**src/rtl/stack_seq_pkg.sv**
```systemverilog
package stack_seq_pkg;
  localparam int NREG   = 8;
  localparam int REG_W  = 16;
  localparam int BYTE_W = 8;
  localparam int IDX_W  = $clog2(NREG);
  // slots at or above this index are 16-bit
  localparam int WIDE_FIRST = 4;

  typedef enum logic [IDX_W-1:0] {
    SLOT_CC  = 3'd0,
    SLOT_A   = 3'd1,
    SLOT_B   = 3'd2,
    SLOT_DP  = 3'd3,
    SLOT_X   = 3'd4,
    SLOT_Y   = 3'd5,
    SLOT_OSP = 3'd6,
    SLOT_PC  = 3'd7
  } slot_e;

  function automatic logic slot_wide(logic [IDX_W-1:0] s);
    return s >= IDX_W'(WIDE_FIRST);
  endfunction
endpackage

```
**src/rtl/stack_seq_pick.sv**
```systemverilog
// Picks the next pending slot: highest for save, lowest for restore.
module stack_seq_pick #(
  parameter int N  = 8,
  localparam int IW = $clog2(N)
) (
  input  logic [N-1:0]  pend_i,
  input  logic          pull_i,
  output logic [IW-1:0] idx_o
);
  always_comb begin
    idx_o = '0;
    if (pull_i) begin
      for (int i = N-1; i >= 0; i--) if (pend_i[i]) idx_o = IW'(i);
    end else begin
      for (int i = 0; i < N; i++) if (pend_i[i]) idx_o = IW'(i);
    end
  end
endmodule

```
**src/rtl/stack_seq_bsel.sv**
```systemverilog
// Byte select out of the held register values.
module stack_seq_bsel #(
  parameter int N  = 8,
  parameter int W  = 16,
  parameter int BW = 8,
  localparam int IW = $clog2(N)
) (
  input  logic [N-1:0][W-1:0] vals_i,
  input  logic [IW-1:0]       idx_i,
  input  logic                hi_i,
  output logic [BW-1:0]       byte_o
);
  logic [W-1:0] word;
  assign word   = vals_i[idx_i];
  assign byte_o = hi_i ? word[W-1:W-BW] : word[BW-1:0];
endmodule

```
**src/rtl/stack_seq.sv**
```systemverilog
module stack_seq
  import stack_seq_pkg::*;
(
  input  logic                clk_i,
  input  logic                rst_ni,
  input  logic                start_i,
  input  logic                pull_i,
  input  logic                user_i,
  input  logic [NREG-1:0]     mask_i,
  input  logic [REG_W-1:0]    pc_i,
  input  logic [REG_W-1:0]    sys_sp_i,
  input  logic [REG_W-1:0]    usr_sp_i,
  input  logic [REG_W-1:0]    y_i,
  input  logic [REG_W-1:0]    x_i,
  input  logic [BYTE_W-1:0]   dp_i,
  input  logic [BYTE_W-1:0]   b_i,
  input  logic [BYTE_W-1:0]   a_i,
  input  logic [BYTE_W-1:0]   cc_i,
  input  logic [BYTE_W-1:0]   mem_rdata_i,
  output logic [REG_W-1:0]    mem_addr_o,
  output logic [BYTE_W-1:0]   mem_wdata_o,
  output logic                mem_we_o,
  output logic                mem_re_o,
  output logic [REG_W-1:0]    ld_data_o,
  output logic [NREG-1:0]     ld_en_o,
  output logic [REG_W-1:0]    sp_o,
  output logic                done_o
);
  localparam logic [BYTE_W-1:0] ZB = '0;

  logic                       busy_q, pull_q, phase_q, done_q;
  logic [NREG-1:0]            pend_q, pend_nx;
  logic [REG_W-1:0]           sp_q;
  logic [BYTE_W-1:0]          hi_q;
  logic [NREG-1:0][REG_W-1:0] vals_q;
  logic [IDX_W-1:0]           cur;
  logic                       wide, last, accept;
  logic [BYTE_W-1:0]          wbyte;
  logic [REG_W-1:0]           other_sp;

  assign accept   = start_i && !busy_q;
  assign other_sp = user_i ? sys_sp_i : usr_sp_i;

  stack_seq_pick #(.N(NREG)) u_pick (
    .pend_i (pend_q),
    .pull_i (pull_q),
    .idx_o  (cur)
  );

  stack_seq_bsel #(.N(NREG), .W(REG_W), .BW(BYTE_W)) u_bsel (
    .vals_i (vals_q),
    .idx_i  (cur),
    .hi_i   (phase_q),
    .byte_o (wbyte)
  );

  assign wide = slot_wide(cur);
  assign last = !wide || phase_q;

  always_comb begin
    pend_nx = pend_q;
    if (last) pend_nx[cur] = 1'b0;
  end

  assign mem_addr_o  = pull_q ? sp_q : sp_q - REG_W'(1);
  assign mem_wdata_o = wbyte;
  assign mem_we_o    = busy_q && !pull_q;
  assign mem_re_o    = busy_q && pull_q;
  assign ld_en_o     = (busy_q && pull_q && last) ? (NREG'(1) << cur) : '0;
  assign ld_data_o   = wide ? {hi_q, mem_rdata_i} : {ZB, mem_rdata_i};
  assign sp_o        = sp_q;
  assign done_o      = done_q;

  always_ff @(posedge clk_i or negedge rst_ni) begin
    if (!rst_ni) begin
      busy_q  <= 1'b0;
      pull_q  <= 1'b0;
      phase_q <= 1'b0;
      done_q  <= 1'b0;
      pend_q  <= '0;
      sp_q    <= '0;
      hi_q    <= '0;
      vals_q  <= '0;
    end else begin
      done_q <= 1'b0;
      if (accept) begin
        pull_q  <= pull_i;
        sp_q    <= user_i ? usr_sp_i : sys_sp_i;
        pend_q  <= mask_i;
        phase_q <= 1'b0;
        busy_q  <= |mask_i;
        done_q  <= ~|mask_i;
        vals_q  <= {pc_i, other_sp, y_i, x_i,
                    {ZB, dp_i}, {ZB, b_i}, {ZB, a_i}, {ZB, cc_i}};
      end else if (busy_q) begin
        sp_q    <= pull_q ? sp_q + REG_W'(1) : sp_q - REG_W'(1);
        phase_q <= !last;
        if (pull_q && !last) hi_q <= mem_rdata_i;
        pend_q  <= pend_nx;
        if (pend_nx == '0) begin
          busy_q <= 1'b0;
          done_q <= 1'b1;
        end
      end
    end
  end
endmodule

```
**config.mk**
```make
export PLATFORM = sky130hd
export DESIGN_NAME = stack_seq
export DESIGN_NICKNAME = d
export VERILOG_FILES = /design/src/rtl/stack_seq_pkg.sv /design/src/rtl/stack_seq_pick.sv /design/src/rtl/stack_seq_bsel.sv /design/src/rtl/stack_seq.sv
export SDC_FILE = /design/constraint.sdc
export NUM_CORES = 1
export LEC_CHECK = 0
export BUFFER_PORTS_ARGS = -buffer_cell sky130_fd_sc_hd__buf_2
export CORE_ASPECT_RATIO = 0.7
export CORE_UTILIZATION = 40
export DETAILED_ROUTE_END_ITERATION = 12
export HOLD_SLACK_MARGIN = 0.05
export PLACE_DENSITY = 0.73
export SETUP_SLACK_MARGIN = 0.02
export SYNTH_ARGS = -nofsm -noshare
export SYNTH_HDL_FRONTEND = slang
export SYNTH_SLANG_ARGS = --single-unit
```
**constraint.sdc**
```tcl
create_clock -name clk_i -period 2.45 [get_ports clk_i]
set_input_delay 0.49 -clock clk_i [delete_from_list [all_inputs] [get_ports clk_i]]
set_output_delay 0.49 -clock clk_i [all_outputs]
set_load 0.01 [all_outputs]
```
=== Word-level counts from Yosys, hierarchy flattened ===
Index checks and enable logic that the tools add are counted.

* Bits in registers: 132
* Output and inout bits: 67
* Logic and storage cells: 80
* Bits of input ports: 133

* Bitwise logic cells: 3
* Shift operators: 1
* Mux-type cells: 40
* Reductions and logical operators: 16
* Add/sub/neg operators: 2
* Magnitude comparators: 3

{| class="wikitable"
|+ Operator list
! cell !! number
|-
| two-way mux 16 bit || 8
|-
| binary-select mux 16 bit (select 3 bit) || 1
|-
| two-way mux 8 bit || 5
|-
| two-way mux 3 bit || 13
|-
| adder 16 x 1 -> 16 bit (second input constant) || 1
|-
| subtractor 16 x 1 -> 16 bit (second input constant) || 1
|-
| two-way mux 1 bit || 10
|-
| bitwise AND 8 bit || 1
|-
| logical NOT 8 bit || 1
|-
| inverter 8 bit || 1
|-
| OR reduction 8 bit || 1
|-
| << shifter 1 x 3 -> 8 bit (first input constant) || 1
|-
| logical AND 1 bit || 6
|-
| logical NOT 1 bit || 5
|-
| less-than comparator 3 x 4 -> 1 bit (second input constant) || 1
|-
| two-way mux 2 bit || 2
|-
| demux 1 bit (select 3 bit) || 1
|-
| >= comparator 3 x 1 -> 1 bit (second input constant) || 1
|-
| >= comparator 3 bit (second input constant) || 1
|-
| AND reduction 3 bit || 1
|-
| nonzero test 2 bit || 1
|-
| logical OR 1 bit || 1
|-
| inverter 1 bit || 1
|}

=== Depth between registers and ports, before layout ===
Gate-level depths: netlist of run 1.

* Depth in word-level cells: 20
* Depth in mapped cells: 9
* Depth with buffers taken out: 8

=== Hierarchy ===
Synthesis of run 1 repeated with hierarchy kept, for this count alone.

* Cells, all modules: 835
* Area, all modules: 7,751.2 um2

{| class="wikitable"
|+ Modules (own cells, without submodules)
! module !! times used !! area an instance (um2) !! cells each
|-
| stack_seq || 1 || 6,601.3 || 746
|-
| stack_seq_bsel || 1 || 1,033.5 || 70
|-
| stack_seq_pick || 1 || 116.4 || 19
|}

=== Worst setup path after synthesis of run 1 ===
Ideal clock, no wire load.

* Path type: flip-flop to output port
* Start point: reg sp_q[7], in the netlist sp_o[7]
* End point: out mem_addr_o[14]
* Slack: -0.201 ns
* Path buffers: 1
* Data required time: 1.960 ns
* Stages on the path, launching flop included: 7
* Arrival: 2.161 ns
* Cells stage by stage: dfrtp_1 -> buf_4 -> or3_1 -> or3_4 -> or4_1 -> nor3_1 -> xor2_1

* Longest elaborated chain between the ends: 2

{| class="wikitable"
|+ RTL lines
! what !! RTL line !! source
|-
| start: declaration || stack_seq.sv:33 || <nowiki>logic [REG_W-1:0] sp_q;</nowiki>
|-
| start signal: assignment || stack_seq.sv:88 || <nowiki>sp_q <= user_i ? usr_sp_i : sys_sp_i;</nowiki>
|-
| start signal: assignment || stack_seq.sv:96 || <nowiki>sp_q <= pull_q ? sp_q + REG_W'(1) : sp_q - REG_W'(1);</nowiki>
|-
| subtractor 16 x 1 -> 16 bit || stack_seq.sv:65 || <nowiki>assign mem_addr_o = pull_q ? sp_q : sp_q - REG_W'(1);</nowiki>
|-
| two-way mux 16 bit || stack_seq.sv:65 ||
|-
| end: declaration || stack_seq.sv:20 || <nowiki>output logic [REG_W-1:0] mem_addr_o,</nowiki>
|}

Every way passes these cells.

=== Worst setup path after layout of run 1 ===
* Start point: reg pend_q[5]
* End point: out mem_wdata_o[1]

* Longest elaborated chain between the ends: 10

{| class="wikitable"
|+ RTL lines
! what !! RTL line !! source
|-
| start: declaration || stack_seq.sv:32 || <nowiki>logic [NREG-1:0] pend_q, pend_nx;</nowiki>
|-
| start signal: assignment || stack_seq.sv:89 || <nowiki>pend_q <= mask_i;</nowiki>
|-
| start signal: assignment || stack_seq.sv:99 || <nowiki>pend_q <= pend_nx;</nowiki>
|-
| two-way mux 3 bit (6 in series) || stack_seq_pick.sv:13 || <nowiki>for (int i = N-1; i >= 0; i--) if (pend_i[i]) idx_o = IW'(i);</nowiki>
|-
| two-way mux 3 bit (*) || stack_seq_pick.sv:12 || <nowiki>if (pull_i) begin</nowiki>
|-
| binary-select mux 16 bit (select 3 bit) (*) || stack_seq_bsel.sv:14 || <nowiki>assign word = vals_i[idx_i];</nowiki>
|-
| two-way mux 16 bit (not written as such) (*) || stack_seq_bsel.sv:14 ||
|-
| two-way mux 8 bit (*) || stack_seq_bsel.sv:15 || <nowiki>assign byte_o = hi_i ? word[W-1:W-BW] : word[BW-1:0];</nowiki>
|-
| end: declaration || stack_seq.sv:21 || <nowiki>output logic [BYTE_W-1:0] mem_wdata_o,</nowiki>
|}

Mark *: on every way between the ends. The rest lies on a longest branch, timed or not. The select of a mux whose other input is x is not followed.

==> results of run 1 <==
## synth_stat cells (all sizes together)
cell,instances,area share
nand2,365,0.18
dfrtp,132,0.44
clkbuf,47,0.024
o21ai,44,0.030
mux2i,41,0.055
nor2,40,0.022
buf,29,0.025
and3,27,0.023
a21oi,26,0.017
a31oi,19,0.016
nor3,19,0.016
xor2,12,0.014
xnor2,11,0.013
a211oi,9,0.0091
and2,9,0.0076
inv,9,0.0045
nor4,9,0.0084
a221o,8,0.011
a22o,8,0.0094
mux2,8,0.012
nand3,7,0.0047
o211ai,7,0.0071
or3,6,0.0057
or2,5,0.0042
ha,4,0.0067
nor2b,4,0.0034
or4,4,0.0040
o31ai,3,0.0030
nand2b,2,0.0017
o22ai,2,0.0017
o41a,2,0.0030
o41ai,2,0.0024
a21o,1,0.0010
a311oi,1,0.0020
a41oi,1,0.0012
clkinv,1,0.00050
nand4,1,0.00084
o2111ai,1,0.0012
o211a,1,0.0013
o21a,1,0.0010
o21bai,1,0.0010
## routing by layer
| layer | vias to the layer above | GRT usage | part of all wire |
|---|---|---|---|
| li1 | 3603 | - | - |
| met1 | 3646 | 0.380 | 0.47 |
| met2 | 318 | 0.361 | 0.44 |
| met3 | 25 | 0.0547 | 0.082 |
| met4 | 0 | 0.0563 | 0.0099 |
| met5 | - | 0 | 0 |
## metrics by stage
step	setup slack [ns]	std cells	power (W)	hold slack, ns
after floorplan	-0.121	929	0.00899	0.194
after global placement	-0.207	1356	0.0119	0.441
after detailed placement	-0.246	1356	0.0121	0.441
after CTS	-0.580	1413	0.0160	0.249
after global routing	-0.708	1427	0.0186	0.255
final	-0.649	1427	0.0175	0.255
## state kept, by name, summed over array words and instances, names as in the netlist
| signal | cells |
|---|---|
| sp_o | 16 |
| phase_q | 1 |
| vals_q | 96 |
| pend_q | 8 |
| pull_q | 1 |
| done_o | 1 |
| hi_q | 8 |
| busy_q | 1 |
## layout make-up
type                       instances  area [µm²]  area share
sequential                       132        3310       0.311
multi-input combinational        711        4290       0.403
timing repair buffer             306        2090       0.196
inverter                          10        37.5     0.00353
clock inverter                    15         191      0.0180
clock buffer                      17         425      0.0400
tap                              236         295      0.0278
## cell families (layout without fill, tap and decap cells)
kind of cell	after synthesis	after routing	share of synthesized area
AO/OA/AOI/OAI	137	137	0.118
flip-flops	132	132	0.443
AND/OR/NAND/NOR	498	498	0.285
multiplexers	49	49	0.0672
XOR/XNOR	23	23	0.0270
buffers and inverters	86	348	0.0532
adder cells (fa/ha/maj)	4	4	0.00672
## worst register-to-register path: stages, from the launching register on
cell       delay, ns
dfrtp_1         0.39
or2_4           0.24
o211ai_1        0.22
buf_4           0.17
a21oi_4         0.06
buf_12          0.15
clkbuf_16       0.16
buf_12          0.14
buf_4           0.15
nor4_4          0.21
a21oi_2         0.07
nor4_4          0.30
o22ai_1         0.11
## path summary, 6_finish.rpt
check,end,slack [ns],cells past startpoint
setup / recovery,mem_wdata_o[1],-0.65,10
setup reg to reg,busy_q,-0.09,12
hold reg to reg,vals_q[86],0.48,2
max in group asynchronous,pend_q[5],1.09,3
min in group asynchronous,vals_q[36],0.55,2
hold / removal,vals_q[20],0.26,3
## timing repair
item	in CTS	in global routing
pin swaps	18	20
hold endpoints to repair	42	0
setup buffers	22	11
setup endpoints to repair	37	39
resized for setup	66	52
hold buffers	1	0
cloned	3	4
## power by group
group / leakage [nW] / internal (W) / switching, W
Sequential: 1.61 / 0.00323 / 0.000816
Clock: 0.298 / 0.00163 / 0.00104
Combinational: 3.41 / 0.00506 / 0.00578
==> metrics.txt, run 1 <==
outcome finished, violations left; failing checks setup timing; width of the chip 165 µm; syn_nets approximately 1100; CTS max path bufs 2; CTS Buf Count 17; FP Rows 41; RR Startpoint pend_q[2]; cell area after synthesis 7450 µm²; worst slew pin tran 0.571 ns; core area 18100 µm²; number of global-route vias before repair 6700; die height 116 µm; Post-Syn Area per Cell around 8 µm²; PwrDens 1650 nW/µm²; Layout Utilization 0.587; CTS Sinks between 100 and 150; Critical Path Sink Type output pin; DR vias around 7600; Rel. slew slack 0.618; Unique masters post-synth 51; Initial Utilization 0.412; Mapped Cells 929; Post-DP Area 9040 µm²; CP delay by family, top compound AO/OA/AOI/OAI gates; crit path from pend_q[5]; Root Buffer clkbuf_16; Max Fclk 323 MHz; commonest non-fill, non-tap cells in the layout nand2_1 (357), buf_2 (198), dfrtp_1 (129), buf_4 (72), o21ai_0 (40); Synth Warn # 0; clk_skew 0.00902 ns; Final Slew Violations 0; global-route wire length before repair around 36000 µm; antenna-violating nets left 0; filler cell count between 1500 and 2000; endpoints failing setup 33; post-detail-place hpwl 16900 µm; WL/cell 17.0 µm; layout cells sized above 1 0.363; Max-Cap Viols 0; setup tns final -10.25 ns; finished layout cell area 10600 µm²; CTS tree done; hold crit path type primary input to flop; CP Cell Sequence o21bai_1, a211oi_2, buf_4, a21oi_4, buf_12, buf_12, mux2i_4, a211oi_2, a221o_1, buf_2; hold_sp a_i[4]; total inserted antenna cells 0; min Tclk post-route slightly above 3 ns; gp weighted congestion between 0.9 and 1; critical setup path kind flop to output pin; total iterations of the first detailed-routing run 7; buffers and inverters on the worst path 4; WL final around 24000 µm; DRC errors left 0; Peak VDD IR 0.000816 V; worst-path maximum fanout 5; Final #Nets 1315; IO Pins 200; Layout area overhead 42.7%; unrepaired setup endpoints after global routing yes; worst setup margin -0.649 ns; Leakage ~5.3 nW; DR vias/cell 5.32; die area 19200 µm²; total gr overflow 0; Worst EP arrival 2.61 ns; commonest non-fill, non-tap cell in the layout nand2_1; IO buf count 199; crit start category flop; CP Data Required Time 1.96 ns; H-tree depth 4; Crit-path slowest cell dfrtp_2; antenna violations before repair 0; Final Hold Fails 0; largest net degree at the start of global routing 91; register area share after synthesis 0.443; clk_lat worst skew approximately 0.42 ns; max incr delay on CP 0.44 ns; Global Route Usage Sum 0.250; initial drt markers between 700 and 800; final worst-path cycle share 1.26; Worst-path clk slew 0.06 ns; flops & latches, synth 132
(Power assumes the default switching activity.)
==> run 2, diff against run 1 <==
--- a/config.mk
+++ b/config.mk
@@ -12,6 +12,8 @@
 export HOLD_SLACK_MARGIN = 0.05
 export PLACE_DENSITY = 0.73
 export SETUP_SLACK_MARGIN = 0.02
+export SKIP_CTS_REPAIR_TIMING = 1
 export SYNTH_ARGS = -nofsm -noshare
 export SYNTH_HDL_FRONTEND = slang
+export SYNTH_HIERARCHICAL = 1
 export SYNTH_SLANG_ARGS = --single-unit
==> run 2 against run 1 <==
Effect of this change: the flow still finishes with violations (setup timing); critical path depth is 1 higher; highest routed layer unchanged; clock skew is 0.0071 ns higher; sequential power rose by 4%; final cell count decreased by 4.9%; register-to-register slack worse by 0.29 ns; synthesized cell count is 10% lower; via count shrank 4.7%; cell area up 0.49%; clock-buffer cell count grew 1.
==> metrics.txt, run 2 <==
largest net degree at the start of global routing 97 (was 91); DR vias/cell 5.33 (was 5.32); CTS Buf Count 17 (unchanged); main flop type after synthesis dfrtp_1 (unchanged); Top cell by count, worst path buf_12; top-area cell type share of the netlist area 0.426 (was 0.443); total gr overflow 0 (unchanged); CP Data Required Time 1.96 ns (about the same); CP Cell Sequence inv_2, a21oi_2, o31a_2, o22ai_4, buf_12, buf_12, buf_4, mux4_2, a22oi_1, nand2_1, buf_2 (was o21bai_1, a211oi_2, buf_4, a21oi_4, buf_12, buf_12, mux2i_4, a211oi_2, a221o_1, buf_2); Layout area overhead 37.9% (was 42.7%); Synth Warn # 6 (was 0); unrepaired setup endpoints after global routing yes (unchanged); CTS tree done (unchanged); Unique masters post-synth 72 (was 51); antenna violations before repair 0 (unchanged); total iterations of the first detailed-routing run 5 (was 7); Root Buffer clkbuf_16 (unchanged); Max Fclk 310 MHz (was 323 MHz); flops & latches, synth 132 (unchanged); post-detail-place hpwl 17100 µm (was 16900 µm); Final #Nets 1239 (was 1315); DR vias 7232 (was 7592); Commonest cells post-synth nand2_1 (291), dfrtp_1 (132), nor2_1 (41) (was nand2_1 (365), dfrtp_1 (132), clkbuf_1 (47)); CP delay by family, top compound AO/OA/AOI/OAI gates (unchanged); core area 18900 µm² (was 18100 µm²); PwrDens 1590 nW/µm² (was 1650 nW/µm²); initial drt markers 650 (was 768); Rel. slew slack 0.460 (was 0.618); RR Startpoint pend_q[5] (was pend_q[2]); commonest non-fill, non-tap cells in the layout nand2_1 (288), buf_2 (190), dfrtp_1 (129), buf_4 (64), mux2i_1 (35) (was nand2_1 (357), buf_2 (198), dfrtp_1 (129), buf_4 (72), o21ai_0 (40)); largest cells by area after synthesis dfrtp_1 (43%), nand2_1 (14%), mux4_2 (5.2%) (was dfrtp_1 (44%), nand2_1 (18%), mux2i_1 (5.5%)); die height 118 µm (was 116 µm); min Tclk post-route 3.22 ns (was 3.10 ns); FFs w/ async S/R, synth 1.00 (unchanged); IO Pins 200 (unchanged); reg2reg end busy_q (unchanged); WL final 24100 µm (was 24300 µm); DRC errors left 0 (unchanged); Global Route Usage Sum 0.238 (was 0.250); Initial Utilization 0.410 (was 0.412); register area share after synthesis 0.426 (was 0.443); Final Slew Violations 0 (unchanged); worst-path maximum fanout 6 (was 5); failing checks setup timing (unchanged); CTS Sinks 132 (unchanged); Biggest register vals_q (unchanged); Max-Cap Viols 0 (unchanged); top-count cell post-synth nand2_1 (unchanged); Peak VDD IR 0.000844 V (was 0.000816 V); setup tns final -10.43 ns (was -10.25 ns); R2R setup slack -0.38 ns (was -0.09 ns); commonest non-fill, non-tap cell in the layout nand2_1 (unchanged); filler cell count 1655 (was 1578); FP Rows 42 (was 41); gp weighted congestion 0.877 (was 0.920); hold crit path type primary input to asynchronous set/reset pin (was primary input to flop); buffers and inverters on the worst path 5 (was 4); die area 19900 µm² (was 19200 µm²); Worst R2R Path Depth 11 (was 12); Critical Path Sink Type output pin (unchanged); number of global-route vias before repair 6667 (was 6700); cell area after synthesis 7750 µm² (was 7450 µm²); max incr delay on CP 0.50 ns (was 0.44 ns); Post-Syn Area per Cell 9.28 µm² (was 8.02 µm²); outcome finished, violations left (unchanged); IO buf count 199 (unchanged); H-tree depth 4 (unchanged); Leakage 5.29 nW (was 5.31 nW); number of flops mapped to enable cells by yosys 0 (unchanged); WL/cell 17.7 µm (was 17.0 µm); Crit-path slowest cell mux4_2 (was dfrtp_2); final worst-path cycle share 1.32 (was 1.26); Mapped Cells 835 (was 929); clk_skew 0.0161 ns (was 0.00902 ns); clk_lat worst skew 0.42 ns (about the same); CTS max path bufs 2 (unchanged); width of the chip 168 µm (was 165 µm); crit start category flop (unchanged); Layout Utilization 0.565 (was 0.587); Worst-path clk slew 0.06 ns (about the same); global-route wire length before repair 36300 µm (about the same); Largest register FFs 96 (unchanged); Final Hold Fails 0 (unchanged); worst slew pin tran 0.809 ns (was 0.571 ns); critical setup path kind flop to output pin (unchanged); Worst EP arrival 2.73 ns (was 2.61 ns); total inserted antenna cells 0 (unchanged); layout cells sized above 1 0.386 (was 0.363); endpoints failing setup 31 (was 33); antenna-violating nets left 0 (unchanged); cell taking the most area after synthesis dfrtp_1 (unchanged); Tot Pwr 0.0170 W (was 0.0175 W); worst setup margin -0.774 ns (was -0.649 ns)
-- run 2: how the worst max path moves through the flow --
stage / start / endpoint / cells past startpoint
6_report: pend_q[6] / mem_wdata_o[3] / 11
5_1_grt: pend_q[6] / mem_wdata_o[3] / 11
4_1_cts: pend_q[6] / mem_wdata_o[0] / 9
3_5_place_dp: pend_q[6] / mem_wdata_o[0] / 9
3_3_place_gp: pend_q[6] / mem_wdata_o[0] / 9
2_1_floorplan: pend_q[2] / mem_wdata_o[1] / 9
-- run 2: kinds of logic after synthesis --
group                      share of synthesized area
and+or+nand+nor                                0.228
DFF                                            0.426
AOI/OAI and AO/OA                              0.101
buffers and inverters                         0.0573
muxes                                          0.158
xor gates and xnor gates                      0.0226
adders and majority gates                    0.00646
other                                       0.000484
-- run 2: metrics by stage --
stage	hold WS, ns	instances	worst slack, ns	instance area (µm²)
CTS	0.0390	1322	-0.827	9970
floorplan	0.194	866	-0.0663	7860
finish	0.0207	1357	-0.774	10700
global route	0.0527	1357	-0.853	10700
detailed placement	0.462	1290	-0.367	9320
global placement	0.453	1290	-0.322	9320
-- run 2: power by group --
group | internal, W | total [W] | switching, W | leakage [nW]
clock network | 0.00182 | 0.00284 | 0.00102 | 0.308
logic | 0.00518 | 0.00998 | 0.00480 | 3.38
registers | 0.00323 | 0.00419 | 0.000954 | 1.60
total | 0.0102 | 0.0170 | 0.00677 | 5.29
-- run 2: layout make-up --
cell class                 count  area, µm²  area share
clock buffer                  18        429      0.0402
clock inverter                14        225      0.0211
inverter                      12       45.0     0.00421
multi-input combinational    648       4380       0.410
sequential                   132       3310       0.309
tap                          242        303      0.0283
timing repair buffer         291       2000       0.187
-- run 2: per-layer routing --
metal,global-route usage,share of wire,vias up
met4,0.0625,0.015,0
met5,0,0,-
li1,-,-,3395
met1,0.349,0.47,3515
met3,0.0646,0.078,23
met2,0.346,0.44,299
